## config.mk

```make
export PLATFORM = sky130hd
export DESIGN_NAME = adapter_cfg_decoder
export DESIGN_NICKNAME = d
export VERILOG_FILES = /design/src/rtl/adapter_cfg_pkg.sv /design/src/rtl/adapter_opt_regs.sv /design/src/rtl/adapter_win_region.sv /design/src/rtl/adapter_station_prom.sv /design/src/rtl/adapter_cfg_decoder.sv
export SDC_FILE = /design/constraint.sdc
export NUM_CORES = 1
export LEC_CHECK = 0
export ABC_AREA = 1
export BUFFER_PORTS_ARGS = -buffer_cell sky130_fd_sc_hd__buf_2
export CELL_PAD_IN_SITES_DETAIL_PLACEMENT = 1
export CELL_PAD_IN_SITES_GLOBAL_PLACEMENT = 2
export CORE_MARGIN = 3
export CORE_UTILIZATION = 19
export DETAILED_ROUTE_END_ITERATION = 8
export GPL_TIMING_DRIVEN = 0
export PLACE_DENSITY_LB_ADDON = 0.3
export SLEW_MARGIN = 30
export SYNTH_ARGS = -nofsm -noshare
export SYNTH_HDL_FRONTEND = slang
export SYNTH_HIERARCHICAL = 1
export SYNTH_SLANG_ARGS = --single-unit
```

## constraint.sdc

```tcl
create_clock -name clk_i -period 1.7 [get_ports clk_i]
set_clock_uncertainty 0.15 [all_clocks]
set_input_delay 0.085 -clock clk_i [delete_from_list [all_inputs] [get_ports clk_i]]
set_output_delay 0.085 -clock clk_i [all_outputs]
set_load 0.01 [all_outputs]
```

## src/rtl/adapter_cfg_pkg.sv

```systemverilog
package adapter_cfg_pkg;
  localparam int unsigned BYTE_W   = 8;
  localparam int unsigned IO_AW    = 3;
  localparam int unsigned HOST_AW  = 20;
  localparam int unsigned WIN_AW   = 14;
  localparam int unsigned BASE_W   = HOST_AW - WIN_AW;

  typedef enum logic [2:0] {
    RG_NONE, RG_RAM, RG_PROM, RG_RSV, RG_DREG, RG_CTL, RG_CMD
  } win_region_e;

  typedef struct packed {
    logic              card_en;
    logic              rom_off;
    logic [BASE_W-1:0] base;
    logic [BYTE_W-1:0] irq;
  } opt_regs_t;
endpackage

```

## src/rtl/adapter_opt_regs.sv

```systemverilog
module adapter_opt_regs
  import adapter_cfg_pkg::*;
#(
  parameter logic [BYTE_W-1:0] ID_LO = 8'hFD,
  parameter logic [BYTE_W-1:0] ID_HI = 8'h6A
) (
  input  logic              clk_i,
  input  logic              rst_ni,
  input  logic              io_sel_i,
  input  logic              io_we_i,
  input  logic [IO_AW-1:0]  io_addr_i,
  input  logic [BYTE_W-1:0] io_wdata_i,
  output logic [BYTE_W-1:0] io_rdata_o,
  output opt_regs_t         regs_o
);
  localparam logic [IO_AW-1:0] OFS_ID_LO = 3'd0;
  localparam logic [IO_AW-1:0] OFS_ID_HI = 3'd1;
  localparam logic [IO_AW-1:0] OFS_EN    = 3'd2;
  localparam logic [IO_AW-1:0] OFS_BASE  = 3'd3;
  localparam logic [IO_AW-1:0] OFS_IRQ   = 3'd4;

  opt_regs_t regs_q;

  always_ff @(posedge clk_i or negedge rst_ni) begin
    if (!rst_ni) begin
      regs_q <= '0;
    end else if (io_sel_i && io_we_i) begin
      unique case (io_addr_i)
        OFS_EN: begin
          regs_q.card_en <= io_wdata_i[0];
          regs_q.rom_off <= io_wdata_i[1];
        end
        OFS_BASE: regs_q.base <= io_wdata_i[BASE_W-1:0];
        OFS_IRQ:  regs_q.irq  <= io_wdata_i;
        default: ;
      endcase
    end
  end

  always_comb begin
    unique case (io_addr_i)
      OFS_ID_LO: io_rdata_o = ID_LO;
      OFS_ID_HI: io_rdata_o = ID_HI;
      OFS_EN:    io_rdata_o = {{(BYTE_W-2){1'b0}}, regs_q.rom_off, regs_q.card_en};
      OFS_BASE:  io_rdata_o = {{(BYTE_W-BASE_W){1'b0}}, regs_q.base};
      OFS_IRQ:   io_rdata_o = regs_q.irq;
      default:   io_rdata_o = '1;
    endcase
  end

  assign regs_o = regs_q;
endmodule

```

## src/rtl/adapter_win_region.sv

```systemverilog
module adapter_win_region
  import adapter_cfg_pkg::*;
#(
  parameter int unsigned RAM_BYTES  = 'h3FC0,
  parameter int unsigned PROM_BYTES = 32,
  parameter int unsigned RSV_BYTES  = 16
) (
  input  logic              req_i,
  input  logic [HOST_AW-1:0] addr_i,
  input  logic              card_en_i,
  input  logic [BASE_W-1:0] base_i,
  output logic [WIN_AW-1:0] ofs_o,
  output win_region_e       region_o
);
  localparam logic [WIN_AW-1:0] PROM_LO = WIN_AW'(RAM_BYTES);
  localparam logic [WIN_AW-1:0] RSV_LO  = WIN_AW'(RAM_BYTES + PROM_BYTES);
  localparam logic [WIN_AW-1:0] DREG_LO = WIN_AW'(RAM_BYTES + PROM_BYTES + RSV_BYTES);
  localparam logic [WIN_AW-1:0] DREG_HI = DREG_LO + WIN_AW'(1);
  localparam logic [WIN_AW-1:0] CTL_AD  = DREG_LO + WIN_AW'(2);
  localparam logic [WIN_AW-1:0] CMD_AD  = DREG_LO + WIN_AW'(3);

  logic hit;

  assign hit   = req_i && card_en_i && (addr_i[HOST_AW-1:WIN_AW] == base_i);
  assign ofs_o = addr_i[WIN_AW-1:0];

  always_comb begin
    if (!hit)                                         region_o = RG_NONE;
    else if (ofs_o < PROM_LO)                         region_o = RG_RAM;
    else if (ofs_o < RSV_LO)                          region_o = RG_PROM;
    else if (ofs_o < DREG_LO)                         region_o = RG_RSV;
    else if (ofs_o == DREG_LO || ofs_o == DREG_HI)    region_o = RG_DREG;
    else if (ofs_o == CTL_AD)                         region_o = RG_CTL;
    else if (ofs_o == CMD_AD)                         region_o = RG_CMD;
    else                                              region_o = RG_RSV;
  end
endmodule

```

## src/rtl/adapter_station_prom.sv

```systemverilog
module adapter_station_prom
  import adapter_cfg_pkg::*;
#(
  parameter int unsigned       PROM_BYTES = 32,
  parameter logic [23:0]       VENDOR_OUI = 24'h0000A5,
  parameter logic [23:0]       DEV_SUFFIX = 24'h1A2B3C,
  parameter logic [BYTE_W-1:0] PROM_FILL  = 8'h00,
  localparam int unsigned      PROM_AW    = $clog2(PROM_BYTES)
) (
  input  logic [PROM_AW-1:0] idx_i,
  output logic [BYTE_W-1:0]  data_o
);
  localparam int unsigned SLOTS    = PROM_BYTES / 2;
  localparam int unsigned MAC_LEN  = 6;
  localparam logic [8*MAC_LEN-1:0] STATION = {VENDOR_OUI, DEV_SUFFIX};

  logic [BYTE_W-1:0] slot_tbl [SLOTS];

  for (genvar g = 0; g < SLOTS; g++) begin : g_slot
    if (g < MAC_LEN) begin : g_mac
      assign slot_tbl[g] = STATION[8*(MAC_LEN-g)-1 -: 8];
    end else begin : g_fill
      assign slot_tbl[g] = PROM_FILL;
    end
  end

  // odd bytes are not driven by the 8-bit part
  assign data_o = idx_i[0] ? '1 : slot_tbl[idx_i[PROM_AW-1:1]];
endmodule

```

## src/rtl/adapter_cfg_decoder.sv

```systemverilog
module adapter_cfg_decoder
  import adapter_cfg_pkg::*;
#(
  parameter logic [7:0]  ID_LO      = 8'hFD,
  parameter logic [7:0]  ID_HI      = 8'h6A,
  parameter logic [23:0] VENDOR_OUI = 24'h0000A5,
  parameter logic [23:0] DEV_SUFFIX = 24'h1A2B3C,
  parameter logic [7:0]  PROM_FILL  = 8'h00,
  parameter int unsigned RAM_BYTES  = 'h3FC0,
  parameter int unsigned PROM_BYTES = 32,
  parameter int unsigned RSV_BYTES  = 16
) (
  input  logic         clk_i,
  input  logic         rst_ni,
  input  logic         io_sel_i,
  input  logic         io_we_i,
  input  logic [2:0]   io_addr_i,
  input  logic [7:0]   io_wdata_i,
  output logic [7:0]   io_rdata_o,
  output logic         card_en_o,
  output logic         boot_rom_en_o,
  output logic [7:0]   irq_sel_o,
  input  logic         mem_req_i,
  input  logic [19:0]  mem_addr_i,
  output logic         ram_sel_o,
  output logic [13:0]  ram_addr_o,
  output logic         prom_sel_o,
  output logic         dreg_sel_o,
  output logic         dreg_hi_o,
  output logic         ctl_sel_o,
  output logic         cmd_sel_o,
  output logic         rsv_sel_o,
  output logic [7:0]   local_rdata_o
);
  localparam int unsigned PROM_AW = $clog2(PROM_BYTES);

  opt_regs_t         regs;
  win_region_e       region;
  logic [WIN_AW-1:0] ofs;
  logic [BYTE_W-1:0] prom_byte;

  adapter_opt_regs #(.ID_LO(ID_LO), .ID_HI(ID_HI)) u_regs (
    .clk_i      (clk_i),
    .rst_ni     (rst_ni),
    .io_sel_i   (io_sel_i),
    .io_we_i    (io_we_i),
    .io_addr_i  (io_addr_i),
    .io_wdata_i (io_wdata_i),
    .io_rdata_o (io_rdata_o),
    .regs_o     (regs)
  );

  adapter_win_region #(
    .RAM_BYTES(RAM_BYTES), .PROM_BYTES(PROM_BYTES), .RSV_BYTES(RSV_BYTES)
  ) u_region (
    .req_i     (mem_req_i),
    .addr_i    (mem_addr_i),
    .card_en_i (regs.card_en),
    .base_i    (regs.base),
    .ofs_o     (ofs),
    .region_o  (region)
  );

  adapter_station_prom #(
    .PROM_BYTES(PROM_BYTES), .VENDOR_OUI(VENDOR_OUI),
    .DEV_SUFFIX(DEV_SUFFIX), .PROM_FILL(PROM_FILL)
  ) u_prom (
    .idx_i  (ofs[PROM_AW-1:0]),
    .data_o (prom_byte)
  );

  assign card_en_o     = regs.card_en;
  assign boot_rom_en_o = ~regs.rom_off;
  assign irq_sel_o     = regs.irq;

  assign ram_sel_o  = (region == RG_RAM);
  assign prom_sel_o = (region == RG_PROM);
  assign dreg_sel_o = (region == RG_DREG);
  assign ctl_sel_o  = (region == RG_CTL);
  assign cmd_sel_o  = (region == RG_CMD);
  assign rsv_sel_o  = (region == RG_RSV);

  assign ram_addr_o    = ram_sel_o ? ofs : '0;
  assign dreg_hi_o     = dreg_sel_o & ofs[0];
  assign local_rdata_o = prom_sel_o ? prom_byte : '1;
endmodule

```

==> qor.yml, run 1 <==
worst_setup_path:
  path_delay_family: "simple AND/OR/NAND/NOR gates"
  cpMostUsedCell: "nor2_4"
  crit_required_ns: 1.46
  slowest_stage: "dfrtp_1"
  r2r_start: "u_regs/regs_o[15]"
  cp_cell_sequence: "xor2_2, nor2_4, nand3_2, nor2_4, inv_2, nand3_4, buf_8, nor2_1, buf_2"
  worstSetupEndpointType: "output pin"
  cp.arrival_ns: 1.82
  max_stage_delay_ns: 0.42
  crit_path_start_kind: "register"
  crit_type: "register to output pin"
  timing.critical_path.buf_inv: 3
  crit_path_start: "u_regs/regs_o[10]"
  cp_max_fo: 10
grt:
  grtUsageTotal_pct: 11.4
  grt-ovfl-total: 0
  grt_antenna_before_repair: 0
  grt_pass1_vias: 2105
  grt_first_pass_wirelength_mm: 9.38
  grt_max_degree: 17
floorplanning:
  dieWidth_um: 98.7
  die_height_um: 98.7
  ios: 83
  die_area_sq_mm: 0.00973
  start_util_pct: 19.8
  core-area_sq_mm: 0.00826
  row_count: 33
timing:
  setup_ws_ns: -0.355
  min_period_ns: 2.06
  slew_headroom_pct: 74.2
  hold_viol_final: 0
  rsz0062_at_grt: "yes"
  finalMaxSlewViolations: 0
  period_share_pct: 121
  worst_slew_pin_slew_ns: 0.388
  report.final.setup_viol: 29
  fmax_mhz: 487
clock_tree:
  cts_tree: "yes"
  clkSinkCount: 16
  insertion_delay_ns: 0.25
  htreeDepth: 1
  root_buffer: "clkbuf_8"
  cts_inserted_buffers: 3
  clockBufferDepth: 2
  clk_pin_slew_ns: 0.06
drt:
  wl_mm: 5.56
  wire_per_inst_um: 11.2
  ant_nets: 0
  drt_iter0_drc: 23
  vias: 1968
  firstDrtPassIters: 6
  drc: 0
  viasPerCell: 3.98
place:
  portBuffers: 82
  dpl.cell_count: 466
  dp_hpwl_mm: 4.46
  globalplace.congestion: 0.742
  dpl_cell_area_sq_mm: 0.00220
run_status:
  status: "finished with violations"
  violations: "negative setup slack"
layout:
  fin_nets: 427
  n_antenna_cell: 0
  syn2layout_area_growth_pct: 60.2
  final_cell_area_sq_mm: 0.00261
  drive_gt1_share_pct: 44.5
  fill_cells: 1096
  finish.utilization_pct: 31.7
  largest_reg_flops: 16
  fin_cells: 494
pwr:
  leakage_nw: 1.53
  power_w: 0.00135
  power_density_mw_per_mm2: 516
  vdd_drop_max_mv: 0.282
synthesis:
  ys.flop_type: "dfrtp_1"
  synthCells: 279
  ys_ff_latch: 16
  synth_area_leaders: "nand2_1 25%, dfrtp_1 25%, inv_1 12%"
  netlist_top_cells_count: "107 x nand2_1, 51 x inv_1, 25 x nor2_1"
  synth_edf_count: 0
  synth.net_count: 315
  ys_types: 23
  async_flop_share_pct: 100
  postSynthAreaPerCell_sq_um: 5.85
  yosysTopAreaCell: "nand2_1"
  synth.most_common_cell: "nand2_1"
  post-synth-top-area-fraction_pct: 24.6
  ys_seq_area_share_pct: 24.5
  synth.cell_area_sq_mm: 0.00163
  ys.warnings.count: 6
job:
  cap_violations: 0
min_path:
  hold_class: "primary input to async pin"
-- cell type report --
cell class	instances	area, sq um	share of cell area, %
well taps	105	131	5.03
flip-flops and latches	16	400	15.3
clock buffers	3	41.3	1.58
plain buffers	17	139	5.31
multi-input cells	190	1030	39.5
repair buffers	107	657	25.1
inverters	56	213	8.14
-- per-stage QoR --
stage               setup WS, ns  TNS [ns]  hold slack, ns
floorplan                -0.0465    -0.333          -0.361
global placement          -0.420     -7.57          -0.121
detailed placement        -0.456     -8.75          -0.118
CTS                       -0.351     -8.85           0.140
global route              -0.476    -12.50           0.161
finish                    -0.355     -8.98           0.136
-- cells by family after synthesis --
group,Yosys count,synth area share [%]
buffers and inverters,73,20.6
and+or+nand+nor,184,52.8
AOI/OAI and AO/OA,5,1.53
xor gates and xnor gates,1,0.537
DFF,16,24.5
-- what timing repair did --
item,4_1_cts,5_1_grt
hold buffers,9,0
endpoints found under the hold margin,32,0
buffers inserted,14,3
resized for setup,28,10
pin swaps,8,4
setup endpoints to repair,29,29
-- path summary, 6_finish.rpt --
| check | to | slack, ns | cells after the start |
|---|---|---|---|
| worst max register to register | u_regs/regs_o[15] | 0.79 | 3 |
| max in group asynchronous | u_regs/regs_o[12] | 0.99 | 2 |
| worst min register to register | u_regs/regs_o[6] | 0.34 | 2 |
| worst max-delay path | ram_addr_o[0] | -0.36 | 9 |
| min in group clk_i | u_regs/regs_o[7] | 0.16 | 5 |
| worst min-delay path | u_regs/regs_o[8] | 0.14 | 2 |
-- report_power, final --
part           total, W  internal (W)  switching [W]
sequential     0.000525      0.000459      0.0000662
combinational  0.000539      0.000243       0.000296
clock          0.000284      0.000157       0.000127
total           0.00135      0.000859       0.000489
-- cells in the final DEF (no fill, tap or decap) --
cell type | Yosys | routed
nand4_1 | 1 | 1
o21ai_0 | 3 | 3
nor2_1 | 25 | 10
inv_1 | 51 | 49
nor3_2 | 0 | 3
dfrtp_1 | 16 | 16
clkbuf_8 | 0 | 3
nor3_4 | 1 | 2
inv_4 | 1 | 1
inv_2 | 3 | 5
nand3_1 | 23 | 19
buf_4 | 15 | 28
nor3_1 | 5 | 1
xor2_2 | 0 | 1
nand3_4 | 1 | 3
nor2_2 | 5 | 15
nand2_2 | 6 | 8
nor2_8 | 1 | 1
dlygate4sd3_1 | 0 | 9
nand3_2 | 3 | 5
clkinv_1 | 1 | 1
nand2_1 | 107 | 105
nor2_4 | 3 | 8
buf_6 | 0 | 8
nand2_4 | 3 | 3
buf_8 | 0 | 1
buf_2 | 2 | 78
a21oi_1 | 2 | 2
-- routing by layer --
metal / track usage, % / vias up / share of wire [%]
met4: 2.21 / 0 / 0.34
met1: 14.3 / 888 / 46
met3: 1.27 / 2 / 3.8
li1: - / 1028 / -
met2: 21.2 / 50 / 49
met5: 0 / - / 0
(Power assumes the default switching activity.)
==> inputs of run 2 (changes only) <==
SETUP_SLACK_MARGIN = 0.4   (was default)
==> run 2 against run 1 <==
- the run still ends with negative setup slack left
- via count grew 3.8%
- routed wire length up 2.1%
- clock power about the same
- worst setup slack gained 0.033 ns
- sequential power barely moved
- final area is 11% higher
- sequential share of layout area is 1.5 points lower
==> qor.yml, run 2 (synthesis results as in run 1) <==
run_status:
  status: "finished with violations"
  violations: "negative setup slack"
layout:
  syn2layout_area_growth_pct: 77.9
  finish.utilization_pct: 35.2  # +3.5 points
  largest_reg_flops: 16  # unchanged
  drive_gt1_share_pct: 49.4  # +4.9 points
  layout_common_cells: "101 x nand2_1, 63 x buf_2, 48 x inv_1, 29 x buf_4, 24 x buf_6"
  n_antenna_cell: 0  # unchanged
  fin_cells: 500  # +1.2%
  fin_nets: 433  # +1.4%
  final_common_cell: "nand2_1"
  regArea_sq_um: 400  # unchanged
  fill_cells: 1026  # -6.4%
  multi_input_area_sq_mm: 0.00111  # +7.4%
timing:
  rsz0062_at_grt: "yes"
  hold_viol_final: 0  # unchanged
  slew_headroom_pct: 74.6  # +0.47 points
  finalMaxSlewViolations: 0  # unchanged
  fmax_mhz: 495  # +1.6%
  period_share_pct: 119  # -1.9 points
  worst_slew_pin_slew_ns: 0.381  # -0.00707 ns
  min_period_ns: 2.02  # -0.0328 ns
  setup_ws_ns: -0.322  # +0.0328 ns
  report.final.setup_viol: 29  # unchanged
worst_setup_path:
  crit_type: "register to output pin"
  crit_required_ns: 1.46  # about the same
  crit_path_start_kind: "register"
  cp_max_fo: 5  # -5
  r2r_slack_ns: 0.58  # -0.21 ns
  worstSetupEndpointType: "output pin"
  cp.arrival_ns: 1.79  # -0.03 ns
  ff2ff_path_depth: 5  # +2
  r2r_start: "u_regs/regs_o[8]"
  crit_path_start: "u_regs/regs_o[8]"
  critPathCapture: "ram_addr_o[12]"
  r2r_end: "u_regs/regs_o[8]"
pwr:
  vdd_drop_max_mv: 0.431  # +53%
  seq_power_share_pct: 36.9  # -2.1 points
  p_comb_share_pct: 42.8  # +2.8 points
  internal_power_w: 0.000902  # +5.0%
  power.switching_w: 0.000515  # +5.4%
  power_w: 0.00142  # +5.1%
  sw_frac_of_total_pct: 36.4  # +0.096 points
  clkPwrFrac_pct: 20.3  # -0.8 points
  leakage_nw: 1.63  # +6.6%
  power_density_mw_per_mm2: 488  # -5.4%
job:
  cap_violations: 0  # unchanged
drt:
  ant_nets: 0  # unchanged
  drc: 0  # unchanged
  viasPerCell: 4.09  # +2.6%
  drt_iter0_drc: 13  # -43%
  firstDrtPassIters: 4  # -2
  wire_per_inst_um: 11.3  # +0.83%
  wl_mm: 5.67  # +2.1%
  vias: 2043  # +3.8%
grt:
  grt_pass1_vias: 2117  # +0.57%
  grt-ovfl-total: 0  # unchanged
  grt_antenna_before_repair: 0  # unchanged
  grt_max_degree: 17  # unchanged
  grtUsageTotal_pct: 11.5  # +0.088 points
  grt_first_pass_wirelength_mm: 9.50  # +1.2%
min_path:
  hold_class: "primary input to async pin"
clock_tree:
  cts_inserted_buffers: 3  # unchanged
  clockBufferDepth: 2  # unchanged
  root_buffer: "clkbuf_8"
  cts_tree: "yes"
  clkSinkCount: 16  # unchanged
  clk_pin_slew_ns: 0.07  # about the same
  htreeDepth: 1  # unchanged
  insertion_delay_ns: 0.24  # about the same
place:
  dp_hpwl_mm: 4.55  # +1.9%
  portBuffers: 82  # unchanged
  globalplace.congestion: 0.722  # -2.6%
  dpl.cell_count: 466  # unchanged
  dp_worst_setup_slack_ns: -0.205  # +0.251 ns
floorplanning:
  core-area_sq_mm: 0.00826  # unchanged
  die_height_um: 98.7  # unchanged
  die_area_sq_mm: 0.00973  # unchanged
  dieWidth_um: 98.7  # unchanged
  ios: 83  # unchanged
  start_util_pct: 19.8  # unchanged
  row_count: 33  # unchanged
[run 2: power groups by stage]
stage               Combinational, W  Sequential, W  Clock [W]
global placement            0.000453       0.000542          0
global route                0.000683       0.000537   0.000318
detailed placement          0.000464       0.000543          0
floorplan                   0.000264       0.000543          0
finish                      0.000606       0.000523   0.000287
CTS                         0.000560       0.000526   0.000300
[run 2: cell type report]
class                      count  share of cell area [%]
multi-input combinational    190                    38.2
timing repair buffer         113                    29.7
sequential                    16                    13.8
inverter                      56                    7.50
buffer                        17                    4.91
tap                          105                    4.53
clock buffer                   3                    1.42
[run 2: worst min path at each step]
| stage | startpoint | to | slack, ns | depth (start not counted) |
|---|---|---|---|---|
| 3_3_place_gp | rst_ni | u_regs/regs_o[5] | -0.12 | 1 |
| 5_1_grt | rst_ni | u_regs/regs_o[6] | 0.18 | 2 |
| 4_1_cts | rst_ni | u_regs/regs_o[6] | 0.15 | 2 |
| 3_5_place_dp | rst_ni | u_regs/regs_o[5] | -0.11 | 1 |
| 2_1_floorplan | rst_ni | u_regs/regs_o[0] | -0.36 | 0 |
| 6_report | rst_ni | u_regs/regs_o[6] | 0.14 | 2 |
[run 2: stage by stage]
| step | hold WS, ns | setup TNS [ns] | area, sq um |
|---|---|---|---|
| 2_1_floorplan | -0.361 | 0 | 1740 |
| 5_1_grt | 0.178 | -12.36 | 2900 |
| 3_3_place_gp | -0.116 | -3.76 | 2290 |
| 6_report | 0.143 | -8.46 | 2900 |
| 4_1_cts | 0.147 | -9.79 | 2650 |
| 3_5_place_dp | -0.115 | -4.05 | 2290 |
[run 2: critical path, cell delays in order (launching register included)]
cell     delay, ns
dfrtp_1       0.40
inv_1         0.05
nand2_1       0.09
nand3_4       0.07
nor2_4        0.14
nand3_2       0.11
nor2_4        0.15
inv_4         0.07
nand3_4       0.13
buf_8         0.17
nor2_4        0.04
buf_6         0.11
[run 2: layer usage]
layer	GRT usage (%)	vias to the layer above	wire length, um
li1	-	1043	-
met3	1.42	4	274
met4	2.73	0	48
met1	14.5	939	2490
met2	20.9	57	2860
met5	0	-	0
[run 2: what timing repair did]
action,4_1_cts,5_1_grt
pin swaps,14,7
hold buffers,9,0
cloned,2,0
resized for setup,18,41
setup endpoints to repair,31,34
hold endpoints to repair,32,0
buffers inserted,13,7
